<file path="src/rtl/mulshift_pkg.sv">
package mulshift_pkg;

    // Direction encoding seen on in_dir
    typedef enum logic {
        SHIFT_LEFT  = 1'b0,
        SHIFT_RIGHT = 1'b1
    } shift_dir_e;

    // How a right shift is derived from the product
    typedef enum logic {
        RSH_MIRROR    = 1'b0,
        RSH_HIGHSLICE = 1'b1
    } rsh_mode_e;

endpackage

</file>
<file path="src/rtl/mulshift_prep.sv">
module mulshift_prep
    import mulshift_pkg::*;
#(
    parameter int        DATA_W   = 32,
    parameter rsh_mode_e RSH_MODE = RSH_MIRROR,
    localparam int       CNT_W    = $clog2(DATA_W)
) (
    input  logic [DATA_W-1:0] data_i,
    input  logic [CNT_W-1:0]  cnt_i,
    input  logic              dir_i,
    output logic [DATA_W-1:0] mcand_o,
    output logic [DATA_W:0]   factor_o
);

    function automatic logic [DATA_W-1:0] mirror(input logic [DATA_W-1:0] x);
        logic [DATA_W-1:0] r;
        for (int i = 0; i < DATA_W; i++) r[i] = x[DATA_W-1-i];
        return r;
    endfunction

    localparam logic [DATA_W:0] ONE = (DATA_W+1)'(1);

    generate
        if (RSH_MODE == RSH_HIGHSLICE) begin : g_slice
            logic [CNT_W:0] up_amt;
            always_comb begin
                up_amt = (CNT_W+1)'(DATA_W) - {1'b0, cnt_i};
                mcand_o = data_i;
                if (dir_i == SHIFT_RIGHT) factor_o = ONE << up_amt;
                else                      factor_o = ONE << cnt_i;
            end
        end else begin : g_mirror
            always_comb begin
                factor_o = ONE << cnt_i;
                if (dir_i == SHIFT_RIGHT) mcand_o = mirror(data_i);
                else                      mcand_o = data_i;
            end
        end
    endgenerate

endmodule

</file>
<file path="src/rtl/mulshift_pipe.sv">
module mulshift_pipe #(
    parameter int  DATA_W = 32,
    parameter int  PIPE   = 2,
    localparam int PROD_W = 2 * DATA_W
) (
    input  logic              clk,
    input  logic              rst_n,
    input  logic              vld_i,
    input  logic              dir_i,
    input  logic [DATA_W-1:0] mcand_i,
    input  logic [DATA_W:0]   factor_i,
    output logic              vld_o,
    output logic              dir_o,
    output logic [PROD_W-1:0] prod_o
);

    // Stage 1: operand registers feeding the multiplier
    logic              v1_q, d1_q;
    logic [DATA_W-1:0] a_q;
    logic [DATA_W:0]   b_q;
    logic [PROD_W-1:0] prod_c;

    always_ff @(posedge clk or negedge rst_n) begin
        if (!rst_n) begin
            v1_q <= 1'b0;
            d1_q <= 1'b0;
            a_q  <= '0;
            b_q  <= '0;
        end else begin
            v1_q <= vld_i;
            d1_q <= dir_i;
            a_q  <= mcand_i;
            b_q  <= factor_i;
        end
    end

    // Largest product is (2^W - 1) * 2^W, which fits in 2W bits
    assign prod_c = PROD_W'(a_q) * PROD_W'(b_q);

    generate
        if (PIPE >= 2) begin : g_st2
            logic              v2_q, d2_q;
            logic [PROD_W-1:0] p2_q;
            always_ff @(posedge clk or negedge rst_n) begin
                if (!rst_n) begin
                    v2_q <= 1'b0;
                    d2_q <= 1'b0;
                    p2_q <= '0;
                end else begin
                    v2_q <= v1_q;
                    d2_q <= d1_q;
                    p2_q <= prod_c;
                end
            end
            if (PIPE >= 3) begin : g_st3
                logic              v3_q, d3_q;
                logic [PROD_W-1:0] p3_q;
                always_ff @(posedge clk or negedge rst_n) begin
                    if (!rst_n) begin
                        v3_q <= 1'b0;
                        d3_q <= 1'b0;
                        p3_q <= '0;
                    end else begin
                        v3_q <= v2_q;
                        d3_q <= d2_q;
                        p3_q <= p2_q;
                    end
                end
                assign vld_o  = v3_q;
                assign dir_o  = d3_q;
                assign prod_o = p3_q;
            end else begin : g_end2
                assign vld_o  = v2_q;
                assign dir_o  = d2_q;
                assign prod_o = p2_q;
            end
        end else begin : g_end1
            assign vld_o  = v1_q;
            assign dir_o  = d1_q;
            assign prod_o = prod_c;
        end
    endgenerate

endmodule

</file>
<file path="src/rtl/mulshift_pick.sv">
module mulshift_pick
    import mulshift_pkg::*;
#(
    parameter int        DATA_W   = 32,
    parameter rsh_mode_e RSH_MODE = RSH_MIRROR
) (
    input  logic [2*DATA_W-1:0] prod_i,
    input  logic                dir_i,
    output logic [DATA_W-1:0]   data_o
);

    function automatic logic [DATA_W-1:0] mirror(input logic [DATA_W-1:0] x);
        logic [DATA_W-1:0] r;
        for (int i = 0; i < DATA_W; i++) r[i] = x[DATA_W-1-i];
        return r;
    endfunction

    logic [DATA_W-1:0] lo_half, hi_half;
    assign lo_half = prod_i[DATA_W-1:0];
    assign hi_half = prod_i[2*DATA_W-1:DATA_W];

    generate
        if (RSH_MODE == RSH_HIGHSLICE) begin : g_slice
            always_comb begin
                if (dir_i == SHIFT_RIGHT) data_o = hi_half;
                else                      data_o = lo_half;
            end
        end else begin : g_mirror
            logic unused_hi;
            assign unused_hi = ^hi_half;
            always_comb begin
                if (dir_i == SHIFT_RIGHT) data_o = mirror(lo_half);
                else                      data_o = lo_half;
            end
        end
    endgenerate

endmodule

</file>
<file path="src/rtl/mulshift_top.sv">
module mulshift_top
    import mulshift_pkg::*;
#(
    parameter int        DATA_W   = 32,
    parameter int        PIPE     = 2,
    parameter rsh_mode_e RSH_MODE = RSH_MIRROR,
    localparam int       CNT_W    = $clog2(DATA_W)
) (
    input  logic              clk,
    input  logic              rst_n,
    input  logic              in_valid,
    input  logic [DATA_W-1:0] in_data,
    input  logic [CNT_W-1:0]  in_cnt,
    input  logic              in_dir,
    output logic              out_valid,
    output logic [DATA_W-1:0] out_data
);

    logic [DATA_W-1:0]   mcand;
    logic [DATA_W:0]     factor;
    logic [2*DATA_W-1:0] prod;
    logic                dir_late;

    mulshift_prep #(.DATA_W(DATA_W), .RSH_MODE(RSH_MODE)) u_prep (
        .data_i   (in_data),
        .cnt_i    (in_cnt),
        .dir_i    (in_dir),
        .mcand_o  (mcand),
        .factor_o (factor)
    );

    mulshift_pipe #(.DATA_W(DATA_W), .PIPE(PIPE)) u_pipe (
        .clk      (clk),
        .rst_n    (rst_n),
        .vld_i    (in_valid),
        .dir_i    (in_dir),
        .mcand_i  (mcand),
        .factor_i (factor),
        .vld_o    (out_valid),
        .dir_o    (dir_late),
        .prod_o   (prod)
    );

    mulshift_pick #(.DATA_W(DATA_W), .RSH_MODE(RSH_MODE)) u_pick (
        .prod_i (prod),
        .dir_i  (dir_late),
        .data_o (out_data)
    );

endmodule

</file>
<file path="config.mk">
export PLATFORM = sky130hd
export DESIGN_NAME = mulshift_top
export DESIGN_NICKNAME = d
export VERILOG_FILES = /design/src/rtl/mulshift_pkg.sv /design/src/rtl/mulshift_prep.sv /design/src/rtl/mulshift_pipe.sv /design/src/rtl/mulshift_pick.sv /design/src/rtl/mulshift_top.sv
export SDC_FILE = /design/constraint.sdc
export NUM_CORES = 1
export LEC_CHECK = 0
export BUFFER_PORTS_ARGS = -buffer_cell sky130_fd_sc_hd__buf_4
export CORE_MARGIN = 2
export CORE_UTILIZATION = 30
export CTS_BUF_LIST = sky130_fd_sc_hd__clkbuf_16
export CTS_CLUSTER_DIAMETER = 50
export DETAILED_ROUTE_END_ITERATION = 16
export PLACE_DENSITY = 0.56
export SYNTH_ARGS = -nofsm -noshare
export SYNTH_HDL_FRONTEND = slang
export SYNTH_SLANG_ARGS = --single-unit
</file>
<file path="constraint.sdc">
create_clock -name clk -period 10.3 [get_ports clk]
set_input_delay 2.06 -clock clk [delete_from_list [all_inputs] [get_ports clk]]
set_output_delay 2.06 -clock clk [all_outputs]
set_load 0.005 [all_outputs]
</file>
Word-level counts from Yosys, hierarchy flattened
Index checks and enable logic that the tools add are counted.

Register bits: 101. Bits of input ports: 41. Output and inout bits: 33. Logic and storage cells: 11.

$mul: 1. Shift-type cells: 1. Multiplexer cells: 2.

Operator list (count): $mux W32 (2); $mul A32 B33 Y32 (1); $shl A1 B5 Y33 const A (1).

Logic depth before layout (Yosys ltp)
Gate-level depths: netlist (run 1).

Depth after elaboration: 1. Depth in mapped cells: 26. Mapped depth without buffers: 23.

Modules after synthesis
Synthesis (run 1) repeated with hierarchy kept, for this count alone.

Cells, all modules: 3983. Area, all modules: 38015.2 um^2.

Modules (own cells, without submodules): mulshift_pipe (times used 1, cells an instance 3862, area each 36855.3 um^2, seq. area each 3328.2 um^2); mulshift_prep (times used 1, cells an instance 85, area each 615.6 um^2, seq. area each 0.0 um^2); mulshift_pick (times used 1, cells an instance 36, area each 544.3 um^2, seq. area each 0.0 um^2).

Worst setup path after synthesis (run 1)
Ideal clock, no wire load.

Path type: register to register. Start: reg u_pipe.a_q[2]. End: reg u_pipe.g_st2.p2_q[30], in the netlist u_pipe.prod_o[30]. Setup time: 116 ps. Arrival: 6318 ps. Data required time: 10184 ps. Path slack: 3866 ps. Stages on the path, launching flop included: 21. Path buffers: 3. Clock period less this slack: 6434 ps. Cells stage by stage: dfrtp_1 -> clkbuf_1 -> clkbuf_1 -> and2_1 -> fa_1 -> inv_1 -> fa_1 -> inv_1 -> fa_1 -> inv_1 -> fa_1 -> fa_1 -> fa_1 -> fa_1 -> fa_1 -> inv_1 -> ha_1 -> clkdlybuf4s50_2 -> a21oi_1 -> or4b_1 -> o311ai_0.

Word-level cells in the longest chain between the ends: 1.

Ends and longest elaborated chain: from (decl) (line mulshift_pipe.sv:19) `logic [DATA_W-1:0] a_q;`; from (signal assigned) (line mulshift_pipe.sv:32) `a_q <= mcand_i;`; $mul A32 B33 Y32 (line mulshift_pipe.sv:38) `assign prod_c = PROD_W'(a_q) * PROD_W'(b_q);`; via u_pipe.prod_c[30] (line mulshift_pipe.sv:21) `logic [PROD_W-1:0] prod_c;`; to (signal assigned) (line mulshift_pipe.sv:52) `p2_q <= prod_c;`; to (decl) (line mulshift_pipe.sv:43) `logic [PROD_W-1:0] p2_q;`.

The timed path passes the listed nets, and every way through them passes these cells.

Final worst setup path (run 1)
Same ends and word-level chain as after synthesis.

==> flow_metrics.env, run 1 <==
export IMPL_status="complete, no violations"
export IMPL_wirelength_um=52490
export IMPL_final_hold_violation_count=0
export IMPL_hp_class="flop to flop"
export IMPL_pre_cts_slack_ns=2.649
export IMPL_synth_seq_cells=100
export IMPL_first_pass_iters=6
export IMPL_grt_antenna_before_repair=1
export IMPL_cts_buffers=9
export IMPL_synthMostInstantiatedCell="fa_1"
export IMPL_rows=93
export IMPL_io_buffers=73
export IMPL_post_route_min_period_ns=7.565
export IMPL_grt_pass1_vias=14620
export IMPL_cts_hold_buf=0
export IMPL_cts_htree_levels=3
export IMPL_cts_tree="built"
export IMPL_synth_top_area_cell="fa_1"
export IMPL_fmax_mhz=132.2
export IMPL_worst_slew_pin_slew_ns=0.9143
export IMPL_clk_latency_ns=0.40
export IMPL_nets=2524
export IMPL_cp_slowest_cell="dfrtp_1"
export IMPL_p_leak_nw=9.939
export IMPL_overflow=0
export IMPL_grt_usage=0.1648
export IMPL_grt_max_degree=58
export IMPL_drc=0
export IMPL_crit_required_ns=10.52
export IMPL_critPathMaxStageDelay_ns=0.95
export IMPL_finalClockSkew_ns=0.01439
export IMPL_tns_ns=0
export IMPL_layout_setup_ws_ns=2.735
export IMPL_crit_arrival_ns=7.78
export IMPL_wl_per_cell_um=18.67
export IMPL_drive_gt1_frac=0.09607
export IMPL_path_clk_slew_ns=0.08
export IMPL_yosysWarningCount=0
export IMPL_fp_dieH_um=258.3
export IMPL_synth_area_sq_um=19390
export IMPL_synthCells=1947
export IMPL_diodes=0
export IMPL_cp_end_kind="flop"
export IMPL_drtIter0Drc=724
export IMPL_synth_top_area_share=0.4211
export IMPL_setup_viol=0
export IMPL_critical_path_max_fanout=30
export IMPL_async_flop_share=1.000
export IMPL_reg2reg_slack_ns=2.74
export IMPL_ant_nets=0
export IMPL_cts_setup_buffers=0
export IMPL_die_area_sq_um=66700
export IMPL_rsz0062_at_grt="no"
export IMPL_place_gp_congestion=0.8763
export IMPL_pwr_density_cell_nw_per_um2=67.42
export IMPL_fp_dieW_um=258.3
export IMPL_maxSlewHeadroom=0.3905
export IMPL_ys_types=55
export IMPL_viasPerCell=4.621
export IMPL_core_area_sq_um=64230
export IMPL_postSynthNetCount=2519
export IMPL_dp_cells=2796
export IMPL_grt_pass1_wl_um=84570
export IMPL_ir_worst_vdd_mv=0.08837
export IMPL_cts_sinks=100
export IMPL_fin_cells=2812
export IMPL_startpoint_type="flop"
export IMPL_place_hpwl_um=42040
export IMPL_post_dp_cell_area_sq_um=20750
export IMPL_dr_total_vias=13000
export IMPL_syn_to_final_growth_pct=8.587
export IMPL_seq_area_frac_synth=0.1290
export IMPL_yosys_most_used_dff="dfrtp_1"
export IMPL_final_area_sq_um=21060
export IMPL_drv_cap=0
export IMPL_synthTopCellsByCount="fa_1 (408), and2_1 (368), inv_1 (360)"
export IMPL_drv_slew=0
export IMPL_clock_path_buffers=2
export IMPL_ioPinCount=74
export IMPL_path_class="flop to flop"
export IMPL_ctsResizeCount=0
export IMPL_fin_crit_sh=0.7345
export IMPL_initial_core_util=0.3020
export IMPL_crit_chain="and2_1 -> fa_1 -> inv_1 -> fa_1 -> fa_1 -> fa_1 -> inv_1 -> fa_1 -> inv_1 -> fa_1 -> inv_1 -> fa_1 -> fa_1 -> ha_1 -> a21oi_1 -> o21bai_1 -> a21oi_1 -> and3_1 -> a211oi_1 -> nor2_1 -> o311ai_0"
export IMPL_fill_cells=6683
export IMPL_synth_area_per_cell_sq_um=9.961
export IMPL_synth_area_leaders="fa_1 (42%), dfrtp_1 (13%), and2_1 (12%)"
export IMPL_cts_root_buf="clkbuf_16"
export IMPL_synth_edff_count=0
export IMPL_path_common_cell="fa_1"
critical path: cells and delay by family, from the launching register on:
kind            cells  cell delay [ns]
buf+inv             4             0.25
fa+ha+maj           9             4.19
simple gates        3             0.59
compound gates      5             1.39
flops               1             0.95
sequential cells by signal, indices dropped and copies added, names as in the netlist:
signal	count
u_pipe.d1_q	1
u_pipe.dir_o	1
u_pipe.b_q	32
u_pipe.prod_o	32
u_pipe.vld_o	1
u_pipe.v1_q	1
u_pipe.a_q	32
per-stage QoR:
| step | power, mW | hold slack (ns) | utilization |
|---|---|---|---|
| after floorplan | 0.8217 | 0.3312 | - |
| final | 1.420 | 0.3470 | 0.3279 |
| after CTS | 1.442 | 0.3497 | 0.3279 |
| after global routing | 1.511 | 0.3716 | 0.3279 |
| after detailed placement | 1.062 | 0.3347 | 0.3230 |
| after global placement | 1.052 | 0.3316 | 0.3230 |
per-layer routing:
layer	part of all wire	wire length [um]	track usage
met1	0.45	23630	0.2249
met2	0.49	25570	0.2776
met3	0.039	2063	0.01995
met4	0.023	1224	0.04335
met5	0	0	0
power breakdown:
part	switching, mW	total [mW]	internal [mW]
registers	0.0743	0.508	0.434
clock network	0.194	0.368	0.174
logic	0.300	0.544	0.244
total	0.569	1.42	0.851
worst paths after layout:
kind                                         startpoint                           to  depth (start not counted)
worst max-delay path            u_pipe.a_q[2]$_DFF_PN0_  u_pipe.prod_o[30]$_DFF_PN0_                         21
worst min-delay path              u_pipe.d1_q$_DFF_PN0_       u_pipe.dir_o$_DFF_PN0_                          0
worst max register to register  u_pipe.a_q[2]$_DFF_PN0_  u_pipe.prod_o[30]$_DFF_PN0_                         21
worst min register to register    u_pipe.d1_q$_DFF_PN0_       u_pipe.dir_o$_DFF_PN0_                          0
max in group asynchronous                         rst_n  u_pipe.prod_o[11]$_DFF_PN0_                          2
min in group asynchronous                         rst_n     u_pipe.a_q[18]$_DFF_PN0_                          1
logic make-up after synthesis:
kind of cell | Yosys count | share of synthesized area
simple gates | 625 | 0.1733
mux | 65 | 0.03767
fa+ha+maj | 531 | 0.5005
flops | 100 | 0.1290
buf+inv | 456 | 0.08987
xor+xnor | 81 | 0.03729
compound gates | 89 | 0.03232
placed cells by master, fill, tap and decap left out, types with 4 or more instances in the layout:
| cell type | instances |
|---|---|
| fa_1 | 408 |
| nand2_1 | 174 |
| a21o_1 | 16 |
| o21a_1 | 7 |
| o21ai_0 | 10 |
| o211ai_1 | 4 |
| xnor2_1 | 63 |
| clkbuf_16 | 9 |
| inv_1 | 360 |
| dfrtp_1 | 100 |
| nand2b_1 | 4 |
| nand4_1 | 7 |
| nor2_1 | 51 |
| a21o_2 | 4 |
| xor2_1 | 17 |
| a21oi_1 | 26 |
| mux2_2 | 64 |
| buf_4 | 90 |
| and2_1 | 368 |
| ha_1 | 123 |
| a211oi_1 | 4 |
area by class of cell:
class	count	area [sq um]	area share
clock buffers	9	225.2	0.01069
multi-input cells	1391	15150	0.7193
flip-flops and latches	100	2502	0.1188
well taps	855	1070	0.05080
inverters	360	1351	0.06416
repair buffers	90	675.6	0.03208
clock inverters	7	86.33	0.004099
Note: power is estimated with default switching activity, not from simulation.
==> inputs of run 2 (changes only) <==
--- a/config.mk
+++ b/config.mk
@@ -5,13 +5,14 @@
 export SDC_FILE = /design/constraint.sdc
 export NUM_CORES = 1
 export LEC_CHECK = 0
+export ABC_AREA = 1
 export BUFFER_PORTS_ARGS = -buffer_cell sky130_fd_sc_hd__buf_4
 export CORE_MARGIN = 2
 export CORE_UTILIZATION = 30
 export CTS_BUF_LIST = sky130_fd_sc_hd__clkbuf_16
 export CTS_CLUSTER_DIAMETER = 50
 export DETAILED_ROUTE_END_ITERATION = 16
-export PLACE_DENSITY = 0.56
+export PLACE_DENSITY = 0.57
 export SYNTH_ARGS = -nofsm -noshare
 export SYNTH_HDL_FRONTEND = slang
 export SYNTH_SLANG_ARGS = --single-unit
==> constraint.sdc (replaced) <==
create_clock -name clk -period 6.5 [get_ports clk]
set_input_delay 1.3 -clock clk [delete_from_list [all_inputs] [get_ports clk]]
set_output_delay 1.3 -clock clk [all_outputs]
set_load 0.005 [all_outputs]
==> run 2 against run 1 <==
Net effect: power is 66% higher; maximum frequency increased by 20%; critical endpoint is now u_pipe.prod_o[27]$_DFF_PN0_; first-iteration DRC count is 40% higher; via count up 20%; sequential power increased by 52%.
==> flow_metrics.env, run 2 <==
export IMPL_drv_slew=0
export IMPL_place_hpwl_um=45090
export IMPL_final_common_cell="inv_1"
export IMPL_viasPerCell=4.311
export IMPL_pre_cts_slack_ns=-0.02107
export IMPL_synth_top_area_share=0.3988
export IMPL_worst_slew_pin_slew_ns=0.8853
export IMPL_fin_util=0.3520
export IMPL_path_class="flop to flop"
export IMPL_rr_startpoint="u_pipe.a_q[7]$_DFF_PN0_"
export IMPL_clock_path_buffers=2
export IMPL_overflow=0
export IMPL_final_cell_mix="inv_1 (811), nand2_1 (693), fa_1 (389), buf_4 (171), ha_1 (111)"
export IMPL_p_clk_frac=0.248
export IMPL_rows=95
export IMPL_p_leak_nw=14.15
export IMPL_hp_class="flop to flop"
export IMPL_cts_buffers=9
export IMPL_hold_depth=0
export IMPL_clk_latency_ns=0.41
export IMPL_drive_gt1_frac=0.1298
export IMPL_grt_antenna_before_repair=4
export IMPL_p_switching_mw=0.9610
export IMPL_syn_to_final_growth_pct=15.82
export IMPL_yosys_most_used_dff="dfrtp_1"
export IMPL_maxSlewHeadroom=0.4098
export IMPL_synthMostInstantiatedCell="inv_1"
export IMPL_fp_dieH_um=265.3
export IMPL_dp_cells=3559
export IMPL_post_route_min_period_ns=6.308
export IMPL_final_hold_violation_count=0
export IMPL_fp_dieW_um=265.3
export IMPL_final_area_sq_um=23720
export IMPL_status="complete, no violations"
export IMPL_ant_nets=0
export IMPL_cts_root_buf="clkbuf_16"
export IMPL_synth_area_sq_um=20480
export IMPL_drc=0
export IMPL_reg2reg_slack_ns=0.19
export IMPL_yosysWarningCount=0
export IMPL_setup_viol=0
export IMPL_fin_cells=3608
export IMPL_path_clk_slew_ns=0.08
export IMPL_pwr_density_cell_nw_per_um2=99.60
export IMPL_place_gp_congestion=0.8542
export IMPL_synthTopCellsByCount="inv_1 (828), nand2_1 (705), fa_1 (408)"
export IMPL_synthCells=2630
export IMPL_core_area_sq_um=67400
export IMPL_ioPinCount=74
export IMPL_total_power_mw=2.363
export IMPL_grt_pass1_wl_um=89000
export IMPL_cts_htree_levels=3
export IMPL_first_pass_iters=5
export IMPL_initial_core_util=0.3039
export IMPL_io_buffers=73
export IMPL_grt_usage=0.1648
export IMPL_drtIter0Drc=1017
export IMPL_finalClockSkew_ns=0.03135
export IMPL_whs_ns=0.3551
export IMPL_drv_cap=0
export IMPL_ys_types=38
export IMPL_dr_total_vias=15550
export IMPL_grt_pass1_vias=16050
export IMPL_synth_top_area_cell="fa_1"
export IMPL_post_dp_cell_area_sq_um=22660
export IMPL_grt_max_degree=66
export IMPL_combPwrFrac=0.425
export IMPL_p_seq_frac=0.327
export IMPL_synth_seq_cells=100
export IMPL_wl_per_cell_um=15.70
export IMPL_die_area_sq_um=70380
export IMPL_p_int_mw=1.402
export IMPL_wirelength_um=56640
export IMPL_rsz0062_at_grt="yes"
export IMPL_tns_ns=0
export IMPL_diodes=0
export IMPL_ir_worst_vdd_mv=0.1496
export IMPL_fin_crit_sh=0.9704
export IMPL_synth_area_per_cell_sq_um=7.788
export IMPL_crit_required_ns=6.77
export IMPL_min_from="u_pipe.v1_q$_DFF_PN0_"
export IMPL_crit_arrival_ns=6.57
export IMPL_cp_end_kind="flop"
export IMPL_critical_path_max_fanout=10
export IMPL_seq_area_frac_synth=0.1222
export IMPL_switching_share=0.4067
export IMPL_synth_area_leaders="fa_1 (40%), inv_1 (15%), nand2_1 (13%)"
export IMPL_postSynthNetCount=3202
export IMPL_cts_tree="built"
export IMPL_ff2ff_path_depth=25
export IMPL_startpoint_type="flop"
export IMPL_async_flop_share=1.000
export IMPL_nets=3302
export IMPL_cts_sinks=100
export IMPL_fmax_mhz=158.5
export IMPL_rr_endpoint="u_pipe.prod_o[27]$_DFF_PN0_"
export IMPL_synth_edff_count=0
export IMPL_layout_setup_ws_ns=0.1923
export IMPL_hold_path_endpoint="u_pipe.vld_o$_DFF_PN0_"
==> run 2: worst max-delay path: stages (launching register included) <==
cell	delay (ns)
dfrtp_2	0.48
buf_4	0.18
buf_6	0.14
nand2_1	0.06
inv_1	0.05
fa_2	0.34
fa_2	0.40
fa_1	0.55
inv_2	0.04
fa_1	0.56
inv_2	0.05
fa_1	0.49
inv_2	0.04
fa_1	0.48
inv_2	0.04
fa_1	0.48
fa_2	0.61
ha_4	0.23
a21oi_4	0.13
o21ai_1	0.11
o21bai_1	0.18
a21oi_2	0.13
nor2_1	0.06
nor2_2	0.14
o21bai_2	0.08
xor2_1	0.14
==> run 2: layout make-up <==
cell class / count / area [sq um]
fill: 6997 / 43670
multi-input combinational: 1577 / 14660
inverter: 829 / 3112
sequential: 100 / 2524
timing repair buffer: 213 / 2042
tap: 873 / 1092
clock buffer: 9 / 225.2
clock inverter: 7 / 68.82
==> run 2: logic make-up (layout without fill, tap and decap cells) <==
kind of cell,Yosys count,in the layout,share of synthesized area
AO/OA/AOI/OAI,127,127,0.03665
XOR/XNOR,39,39,0.01668
adder cells (fa/ha/maj),531,531,0.4739
buffers and inverters,953,1058,0.1788
flip-flops,100,100,0.1222
AND/OR/NAND/NOR,880,880,0.1718
==> run 2: per-layer routing <==
metal / share of wire / GRT usage
met1: 0.45 / 0.2283
met2: 0.45 / 0.2627
met3: 0.075 / 0.03268
met4: 0.028 / 0.04428
met5: 0.00023 / 0
==> run 2: timing repair <==
item / 4_1_cts / 5_1_grt
pin swaps: 0 / 99
cloned: 0 / 4
hold buffers: 0 / 0
setup buffers: 0 / 32
gates resized for setup: 3 / 113
setup endpoints to repair: 2 / 12
==> run 2: power groups by stage <==
stage / combinational [mW] / sequential (mW) / clock (mW)
floorplan: 0.524 / 0.723 / 0
global placement: 0.881 / 0.789 / 0
detailed placement: 0.890 / 0.789 / 0
CTS: 0.894 / 0.776 / 0.608
global route: 1.12 / 0.782 / 0.631
finish: 1.01 / 0.773 / 0.585
==> run 2: worst max path at each step <==
| stage | to | startpoint | cells after the start |
|---|---|---|---|
| after global placement | u_pipe.prod_o[31]$_DFF_PN0_ | u_pipe.a_q[2]$_DFF_PN0_ | 24 |
| after detailed placement | u_pipe.prod_o[27]$_DFF_PN0_ | u_pipe.a_q[7]$_DFF_PN0_ | 24 |
| after global routing | u_pipe.prod_o[30]$_DFF_PN0_ | u_pipe.b_q[11]$_DFF_PN0_ | 23 |
| after CTS | u_pipe.prod_o[27]$_DFF_PN0_ | u_pipe.a_q[2]$_DFF_PN0_ | 24 |
| after floorplan | u_pipe.prod_o[30]$_DFF_PN0_ | u_pipe.a_q[2]$_DFF_PN0_ | 25 |
| final | u_pipe.prod_o[27]$_DFF_PN0_ | u_pipe.a_q[7]$_DFF_PN0_ | 25 |
